===== src/rtl/irq_vector_pkg.sv =====
// Package: constants and helpers shared by the interrupt controller.
// Assumes an 8-bit status register whose top bit is the global enable.
package irq_vector_pkg;
    localparam int SR_W    = 8;
    localparam int GIE_BIT = 7;

    // Word address of a vector's table slot: two words per slot, vector 1 at 0.
    function automatic logic [31:0] vec_word_addr(input logic [31:0] v);
        return (v - 32'd1) << 1;
    endfunction
endpackage


===== src/rtl/irq_status_reg.sv =====
// Module: status register holding the global interrupt enable.
// Assumes enter and leave are never high together (entry needs no handler
// active, leaving needs one). Enable precedence: enter, leave, clr, set, write.
module irq_status_reg
    import irq_vector_pkg::*;
(
    input  logic            clk,
    input  logic            rst_n,
    input  logic            wr_en,
    input  logic [SR_W-1:0] wdata,
    input  logic            set_gie,
    input  logic            clr_gie,
    input  logic            enter,
    input  logic            leave,
    output logic [SR_W-1:0] rdata
);
    logic            gie_q;
    logic [SR_W-2:0] low_q;

    // Low bits: plain storage updated by software writes.
    always_ff @(posedge clk) begin
        if (!rst_n)     low_q <= '0;
        else if (wr_en) low_q <= wdata[SR_W-2:0];
    end

    // Enable bit: hardware entry/return first, then strobes, then writes.
    always_ff @(posedge clk) begin
        if (!rst_n)       gie_q <= 1'b0;
        else if (enter)   gie_q <= 1'b0;
        else if (leave)   gie_q <= 1'b1;
        else if (clr_gie) gie_q <= 1'b0;
        else if (set_gie) gie_q <= 1'b1;
        else if (wr_en)   gie_q <= wdata[GIE_BIT];
    end

    // Read path: enable in the top bit.
    always_comb rdata = {gie_q, low_q};
endmodule


===== src/rtl/irq_nmi_latch.sv =====
// Module: rising-edge detector and pending latch for the nonmaskable line.
// Assumes the line is synchronous to clk. A new edge in the cycle the
// pending request is taken keeps the latch set.
module irq_nmi_latch (
    input  logic clk,
    input  logic rst_n,
    input  logic nmi_req,
    input  logic taken,
    output logic pend
);
    logic line_q;
    logic rise;

    // Previous level of the line for edge detection.
    always_ff @(posedge clk) begin
        if (!rst_n) line_q <= 1'b0;
        else        line_q <= nmi_req;
    end

    // Edge strobe.
    always_comb rise = nmi_req & ~line_q;

    // Pending latch: set by an edge, cleared when the core takes it.
    always_ff @(posedge clk) begin
        if (!rst_n)     pend <= 1'b0;
        else if (rise)  pend <= 1'b1;
        else if (taken) pend <= 1'b0;
    end
endmodule


===== src/rtl/irq_prio_pick.sv =====
// Module: fixed-priority picker, lowest index wins.
// Assumes N >= 1. Purely combinational; outputs are zero when no request.
module irq_prio_pick #(
    parameter int N     = 8,
    localparam int IDX_W = (N > 1) ? $clog2(N) : 1
) (
    input  logic [N-1:0]     req,
    output logic             any,
    output logic [N-1:0]     grant,
    output logic [IDX_W-1:0] idx
);
    // Scan upward and keep the first set bit.
    always_comb begin
        logic found;
        found = 1'b0;
        grant = '0;
        idx   = '0;
        for (int i = 0; i < N; i++) begin
            if (req[i] && !found) begin
                grant[i] = 1'b1;
                idx      = IDX_W'(i);
                found    = 1'b1;
            end
        end
        any = found;
    end
endmodule


===== src/rtl/irq_vector_ctrl.sv =====
// Module: vectored interrupt controller top.
// Assumes the core pulses core_enter only while it sees core_irq high (other
// pulses are ignored) and pulses core_reti once per handler. Sources hold
// their pending flag until they see their acknowledge.
module irq_vector_ctrl
    import irq_vector_pkg::*;
#(
    parameter int NUM_SRC   = 8,
    parameter int VEC_W     = 8,
    parameter int ADDR_W    = 16,
    parameter int NMI_VEC   = 2,
    parameter int FIRST_VEC = 3,
    localparam int IDX_W    = (NUM_SRC > 1) ? $clog2(NUM_SRC) : 1
) (
    input  logic               clk,
    input  logic               rst_n,
    input  logic [NUM_SRC-1:0] src_pend,
    output logic [NUM_SRC-1:0] src_ack,
    input  logic               nmi_req,
    output logic               nmi_ack,
    output logic               core_irq,
    output logic [VEC_W-1:0]   core_vec,
    output logic [ADDR_W-1:0]  core_addr,
    input  logic               core_enter,
    input  logic               core_reti,
    input  logic               sr_we,
    input  logic [SR_W-1:0]    sr_wdata,
    output logic [SR_W-1:0]    sr_rdata,
    input  logic               gie_set,
    input  logic               gie_clr
);
    localparam logic [VEC_W-1:0] NMI_V   = VEC_W'(NMI_VEC);
    localparam logic [VEC_W-1:0] FIRST_V = VEC_W'(FIRST_VEC);

    logic               in_handler;
    logic               nmi_pend;
    logic               src_any;
    logic [NUM_SRC-1:0] src_grant;
    logic [IDX_W-1:0]   src_idx;
    logic               take;
    logic               leave;
    logic               gie;

    irq_status_reg u_status (
        .clk     (clk),
        .rst_n   (rst_n),
        .wr_en   (sr_we),
        .wdata   (sr_wdata),
        .set_gie (gie_set),
        .clr_gie (gie_clr),
        .enter   (take),
        .leave   (leave),
        .rdata   (sr_rdata)
    );

    irq_nmi_latch u_nmi (
        .clk     (clk),
        .rst_n   (rst_n),
        .nmi_req (nmi_req),
        .taken   (take & nmi_pend),
        .pend    (nmi_pend)
    );

    irq_prio_pick #(.N(NUM_SRC)) u_pick (
        .req   (src_pend),
        .any   (src_any),
        .grant (src_grant),
        .idx   (src_idx)
    );

    // Request, entry and return qualification.
    always_comb begin
        gie      = sr_rdata[GIE_BIT];
        core_irq = ~in_handler & (nmi_pend | (gie & src_any));
        take     = core_enter & core_irq;
        leave    = core_reti & in_handler;
    end

    // Handler-active flag: blocks all requests until return.
    always_ff @(posedge clk) begin
        if (!rst_n)     in_handler <= 1'b0;
        else if (take)  in_handler <= 1'b1;
        else if (leave) in_handler <= 1'b0;
    end

    // Vector number and table address of the current winner.
    always_comb begin
        core_vec  = nmi_pend ? NMI_V
                             : FIRST_V + VEC_W'(src_idx);
        core_addr = ADDR_W'(vec_word_addr(32'(core_vec)));
    end

    // Acknowledge pulses in the entry cycle, to exactly one party.
    always_comb begin
        nmi_ack = take & nmi_pend;
        src_ack = (take && !nmi_pend) ? src_grant : '0;
    end
endmodule


===== config.mk =====
export PLATFORM = sky130hd
export DESIGN_NAME = irq_vector_ctrl
export DESIGN_NICKNAME = d
export VERILOG_FILES = /design/src/rtl/irq_vector_pkg.sv /design/src/rtl/irq_status_reg.sv /design/src/rtl/irq_nmi_latch.sv /design/src/rtl/irq_prio_pick.sv /design/src/rtl/irq_vector_ctrl.sv
export SDC_FILE = /design/constraint.sdc
export NUM_CORES = 1
export LEC_CHECK = 0
export ABC_AREA = 1
export BUFFER_PORTS_ARGS = -buffer_cell sky130_fd_sc_hd__buf_4
export CORE_AREA = 5 5 55 57
export CTS_CLUSTER_DIAMETER = 30
export CTS_CLUSTER_SIZE = 16
export DETAILED_ROUTE_END_ITERATION = 8
export DIE_AREA = 0 0 60 62
export PLACE_DENSITY = 0.78
export SYNTH_ARGS = -nofsm -noshare
export SYNTH_HDL_FRONTEND = slang
export SYNTH_HIERARCHICAL = 1
export SYNTH_SLANG_ARGS = --single-unit

===== constraint.sdc =====
create_clock -name clk -period 3.89 [get_ports clk]
set_input_delay 0.778 -clock clk [delete_from_list [all_inputs] [get_ports clk]]
set_output_delay 0.778 -clock clk [all_outputs]
set_load 0.005 [all_outputs]

==> metrics.txt, run 1 <==
crit path capture=core_addr[9]; NumNets Final=239; Num CTS Buffers=3; H-tree depth=1; endpoints failing hold=0; Data arrival, critical path=2.67 ns; Total GRT Usage=12.2%; worst skew pair latency=0.26 ns; setup tns final=0 ns; clock buffer depth=2; core area=0.00243 mm^2; placed instance area=0.00138 mm^2; fin. max-slew vios=0; CP required=3.11 ns; share of cells above drive strength 1=41.5%; synthesized area per cell=6.22 um^2; TritonCTS clock tree=done; clock share of power=22.3%; Register-to-Register Setup Slack=2.80 ns; Internal=0.230 mW; endpoint class of the critical path=output pin; number of global-route vias before repair=884; Syn Inst Count=161; drt initial violations=22; die area=0.00372 mm^2; critical path class=input port to output pin; ANT cells=0; maxcap violations=0; Max Clock Freq=290 MHz; Mapped Area=0.00100 mm^2; final wirelength=2220 um; Worst-path clk slew=0.06 ns; gr ovfl total=0; most common cell after layout, fill and taps aside=buf_4; skew final=0.00481 ns; first-pass GRT wire length=3510 um; sequential cell area=220 um^2; Peak VDD IR=0.244 mV; sequential power share=37.7%; yosys warns=6; fillers=254; RR Endpoint=u_nmi/pend; leakage=0.813 nW; initial core utilization=41.2%; crit start category=input port; Yosys cell types=26; die extent in y=62 um; synthesis-stage register bit count=11; path depth of the worst reg2reg path=9; final instance area=0.00141 mm^2; crit-path max FO=11; Port Buffer Count=60; status=finished clean; post-synthesis sequential area ratio=22.0%; TritonRoute pass-1 iters=4; final critical-path required period=3.45 ns; antenna violations before repair=0; fin crit share=88.7%; row count=18; DRC Markers=0; Vias/cell=4.23; chip width=60 um; P_sw=0.105 mW; Root Buffer=clkbuf_4; Worst Setup SP=src_pend[3]; r2r startpoint=u_nmi/pend; RSZ-0062 raised after global routing=false; dpl hpwl=1930 um; pin count of the biggest net entering global routing=13; area grow syn2layout=40.4%; Logic pwr share=40.0%; HP Class=flip-flop to flip-flop; Multi-input gate area=518 um^2; Antenna Nets Post-Route=0; most frequent cells in the layout=60 x buf_4, 35 x inv_1, 27 x nor2_1; total vias in the final route=1024; # IOs=66; clock sink count=11; GP Congestion=0.736; Power Dens Cells=239 mW/mm^2; WL/cell=9.16 um; Sw Share=31.4%; Setup violations, final=0
stage by stage:
| step | cells | setup WS (ns) | power (mW) | util [%] | hold slack (ns) |
|---|---|---|---|---|---|
| after global placement | 238 | 0.296 | 0.265 | 56.6 | 0.460 |
| after CTS | 242 | 0.218 | 0.342 | 57.7 | 0.487 |
| after floorplan | 165 | 0.505 | 0.207 | - | 0.447 |
| after global routing | 242 | 0.189 | 0.365 | 57.8 | 0.517 |
| final | 242 | 0.441 | 0.336 | 57.8 | 0.477 |
| after detailed placement | 238 | 0.220 | 0.265 | 56.6 | 0.471 |
repair_timing:
item,4_1_cts,5_1_grt
hold buffers,0,0
setup buffers,0,0
gates resized for setup,0,1
endpoints found under the setup margin,0,11
endpoints found under the hold margin,0,0
power groups by stage:
stage	sequential (mW)	clock, mW	combinational (mW)
floorplan	0.128	0	0.0791
global placement	0.129	0	0.136
detailed placement	0.129	0	0.137
CTS	0.127	0.0788	0.137
global route	0.128	0.0858	0.152
finish	0.127	0.0747	0.134
kinds of logic (layout without fill, tap and decap cells):
family          after synthesis  in the layout  share of synthesized area, %
simple gates                 78             78                          39.6
compound gates               12             12                          7.50
other cells                   1              5                         0.375
flops                        11             11                          22.0
fa+ha+maj                     2              2                          2.50
buf+inv                      57            104                          28.0
layout make-up:
type | instances | share of cell area [%]
inverters | 40 | 10.9
well taps | 30 | 2.67
clock buffers | 4 | 1.87
repair buffers | 60 | 32.1
flip-flops and latches | 11 | 15.7
multi-input cells | 97 | 36.9
synthesized netlist by cell type:
| library cell | count | area (um^2) |
|---|---|---|
| nand4_1 | 1 | 6.26 |
| a21oi_2 | 1 | 8.76 |
| o21ai_0 | 7 | 35.0 |
| nor2_4 | 1 | 11.3 |
| a21oi_4 | 1 | 16.3 |
| buf_4 | 17 | 128 |
| inv_1 | 35 | 131 |
| o21ai_1 | 1 | 5.00 |
| nand3_1 | 6 | 30.0 |
| conb_1 | 1 | 3.75 |
| a21oi_1 | 2 | 10.0 |
| nor2_2 | 6 | 37.5 |
| nand3b_1 | 1 | 7.51 |
| nand4_4 | 1 | 21.3 |
| or2_1 | 1 | 6.26 |
| nand2_1 | 22 | 82.6 |
| nand2_2 | 4 | 25.0 |
| nor2_1 | 28 | 105 |
| inv_2 | 4 | 15.0 |
| or2_0 | 1 | 6.26 |
| nor3_1 | 1 | 5.00 |
| nand3_2 | 3 | 30.0 |
| inv_4 | 1 | 6.26 |
| dfxtp_1 | 11 | 220 |
| ha_1 | 2 | 25.0 |
| nand2_4 | 2 | 22.5 |
metal layers:
metal,part of all wire [%],GRT usage [%],up-vias
li1,-,-,557
met1,37,13.2,414
met2,47,22.7,53
met3,15,3.10,0
met4,0,4.75,0
met5,0,0,-
state kept, by name (all words and copies together), names as in the netlist:
signal          count
in_handler          1
u_status/gie_q      1
u_status/low_q      7
u_nmi/line_q        1
u_nmi/pend          1
worst max-delay path, cell delays in order:
cell and delay (ns):
buf_4 0.12, nor2_2 0.14, nand2_2 0.08, nor2_2 0.10
nand4_1 0.11, nand2_1 0.10, inv_1 0.10, ha_1 0.34
nand2_4 0.06, inv_1 0.05, ha_1 0.15, nand2_1 0.08
nor2_2 0.29, buf_4 0.18
how the worst min path moves through the flow:
stage                  to  slack [ns]  cells after the start    startpoint
2_1_floorplan  u_nmi/pend        0.45                      3  u_nmi/line_q
3_3_place_gp   u_nmi/pend        0.46                      3  u_nmi/line_q
3_5_place_dp   u_nmi/pend        0.47                      3  u_nmi/line_q
4_1_cts        u_nmi/pend        0.49                      3  u_nmi/line_q
5_1_grt        u_nmi/pend        0.52                      3  u_nmi/line_q
6_report       u_nmi/pend        0.48                      3  u_nmi/line_q
Power figures use the tool's default switching activity.
==> inputs of run 2 (changes only) <==
--- a/config.mk
+++ b/config.mk
@@ -12,7 +12,7 @@
 export CTS_CLUSTER_SIZE = 16
 export DETAILED_ROUTE_END_ITERATION = 8
 export DIE_AREA = 0 0 60 62
-export PLACE_DENSITY = 0.78
+export PLACE_DENSITY = 0.82
 export SYNTH_ARGS = -nofsm -noshare
 export SYNTH_HDL_FRONTEND = slang
 export SYNTH_HIERARCHICAL = 1
==> run 2 against run 1 <==
Against the previous run:
- sequential share of layout area unchanged
- hold slack better by 0.0033 ns
- clock power up 5.6%
- first-iteration DRC count down 50%
- register-to-register slack about the same
- final cell count unchanged
- count of clock-buffer cells in the layout unchanged
- wire length up 6.2%
- critical endpoint is now core_addr[8]
==> metrics.txt, run 2 (synthesis gave the netlist of run 1 again) <==
CP required=3.11 ns (about the same); post-layout util=57.8% (unchanged); dpl hpwl=2020 um (+4.6%); # IOs=66 (unchanged); share of cells above drive strength 1=41.5% (unchanged); most frequent cells in the layout=60 x buf_4, 35 x inv_1, 27 x nor2_1; endpoints failing hold=0 (unchanged); sequential cell area=220 um^2 (unchanged); fillers=253 (-0.39%); crit start category=input port; metal2 WL=1140 um (+8.0%); # Post-CTS Setup Buffers=0 (unchanged); CP Cell Sequence=buf_4 -> nor2_2 -> nand3_2 -> nor2_2 -> nor2_1 -> nand2_1 -> inv_1 -> ha_1 -> nand2_4 -> inv_1 -> ha_1 -> nand2_1 -> nor2_2 -> buf_4; status=finished clean; crit-path max FO=11 (unchanged); WL/cell=9.73 um (+6.2%); skew final=0.00351 ns (-0.00130 ns); final critical-path required period=3.48 ns (+0.0331 ns); ANT cells=0 (unchanged); fin. max-slew vios=0 (unchanged); Total GRT Usage=13.2% (+0.96 points); GP Congestion=0.805 (+9.3%); initial core utilization=41.2% (unchanged); core area=0.00243 mm^2 (unchanged); fin crit share=89.5% (+0.85 points); Antenna Nets Post-Route=0 (unchanged); antenna violations before repair=0 (unchanged); setup tns final=0 ns (unchanged); worst skew pair latency=0.27 ns (about the same); family with the most delay on the worst path=simple AND/OR/NAND/NOR gates; number of global-route vias before repair=974 (+10%); Vias/cell=4.28 (+1.1%); TritonRoute pass-1 iters=3 (-1); row count=18 (unchanged); clock buffer depth=2 (unchanged); max incr delay on CP=0.34 ns (about the same); critical path class=input port to output pin; Worst-path clk slew=0.07 ns (about the same); Largest Register=u_status/low_q; RSZ-0062 raised after global routing=false; die extent in y=62 um (unchanged); area grow syn2layout=40.4% (unchanged); Setup violations, final=0 (unchanged); drt initial violations=11 (-50%); most common cell after layout, fill and taps aside=buf_4; most frequent CP cell=nor2_2; H-tree depth=1 (unchanged); met3 wire length=283 um (-16%); DRC Markers=0 (unchanged); Data arrival, critical path=2.70 ns (+0.03 ns); top layer in use=met4; HP Class=flip-flop to flip-flop; total vias in the final route=1035 (+1.1%); first-pass GRT wire length=3820 um (+8.8%); NumNets Final=239 (unchanged); Root Buffer=clkbuf_4; cell with the largest stage delay on the worst path=ha_1; clock sink count=11 (unchanged); maxcap violations=0 (unchanged); Max Clock Freq=287 MHz (-0.95%); final wirelength=2360 um (+6.2%); Power Dens Cells=242 mW/mm^2 (+1.4%); chip width=60 um (unchanged); leakage=0.813 nW (unchanged); TritonCTS clock tree=done; wl on met1=921 um (+11%); Num CTS Buffers=3 (unchanged); max reg flops=7 (unchanged); die area=0.00372 mm^2 (unchanged); Peak VDD IR=0.201 mV (-18%); Port Buffer Count=60 (unchanged); Bufs and invs on worst path=4 (unchanged); endpoint class of the critical path=output pin; pin count of the biggest net entering global routing=13 (unchanged); Multi-input gate area=518 um^2 (unchanged); gr ovfl total=0 (unchanged)
-- run 2: worst register-to-register path, stage by stage (launching register included) --
cell	delay [ns]
dfxtp_1	0.42
inv_4	0.10
nand2_2	0.08
nand3_2	0.07
inv_2	0.06
nand2_1	0.04
inv_1	0.07
inv_1	0.04
nand3_1	0.05
nand2_1	0.05
-- run 2: report_power, final --
group / switching (mW) / internal (mW) / total, mW
clock: 0.0392 / 0.0397 / 0.0789
combinational: 0.0656 / 0.0697 / 0.135
sequential: 0.00540 / 0.121 / 0.126
-- run 2: stage by stage --
stage	cell area, um^2	hold WS (ns)	cells	setup slack [ns]	total power, mW
after global routing	1410	0.544	242	0.175	0.370
after global placement	1380	0.461	238	0.262	0.264
after detailed placement	1380	0.469	238	0.196	0.266
after floorplan	1020	0.447	165	0.505	0.207
after CTS	1400	0.488	242	0.178	0.347
final	1410	0.481	242	0.408	0.340
-- run 2: cell type report --
type,count,area share (%)
clock buffer,4,1.87
inverter,40,10.9
multi-input combinational,97,36.9
sequential,11,15.7
tap,30,2.67
timing repair buffer,60,32.1
-- run 2: metal layers --
metal  track usage, %  up-vias
met1             14.4      432
met4             5.70        0
met3             3.31        2
li1                 -      556
met2             24.1       45
met5                0        -
-- run 2: what timing repair did --
action,CTS,global route
resized for setup,0,1
endpoints found under the setup margin,0,11
hold buffers,0,0
-- run 2: final timing paths --
path | start | endpoint | slack (ns) | cells after the start
min | u_nmi/line_q | u_nmi/pend | 0.48 | 3
max reg2reg | u_nmi/pend | u_nmi/pend | 2.81 | 9
min reg2reg | u_nmi/line_q | u_nmi/pend | 0.48 | 3
max | src_pend[3] | core_addr[8] | 0.41 | 14
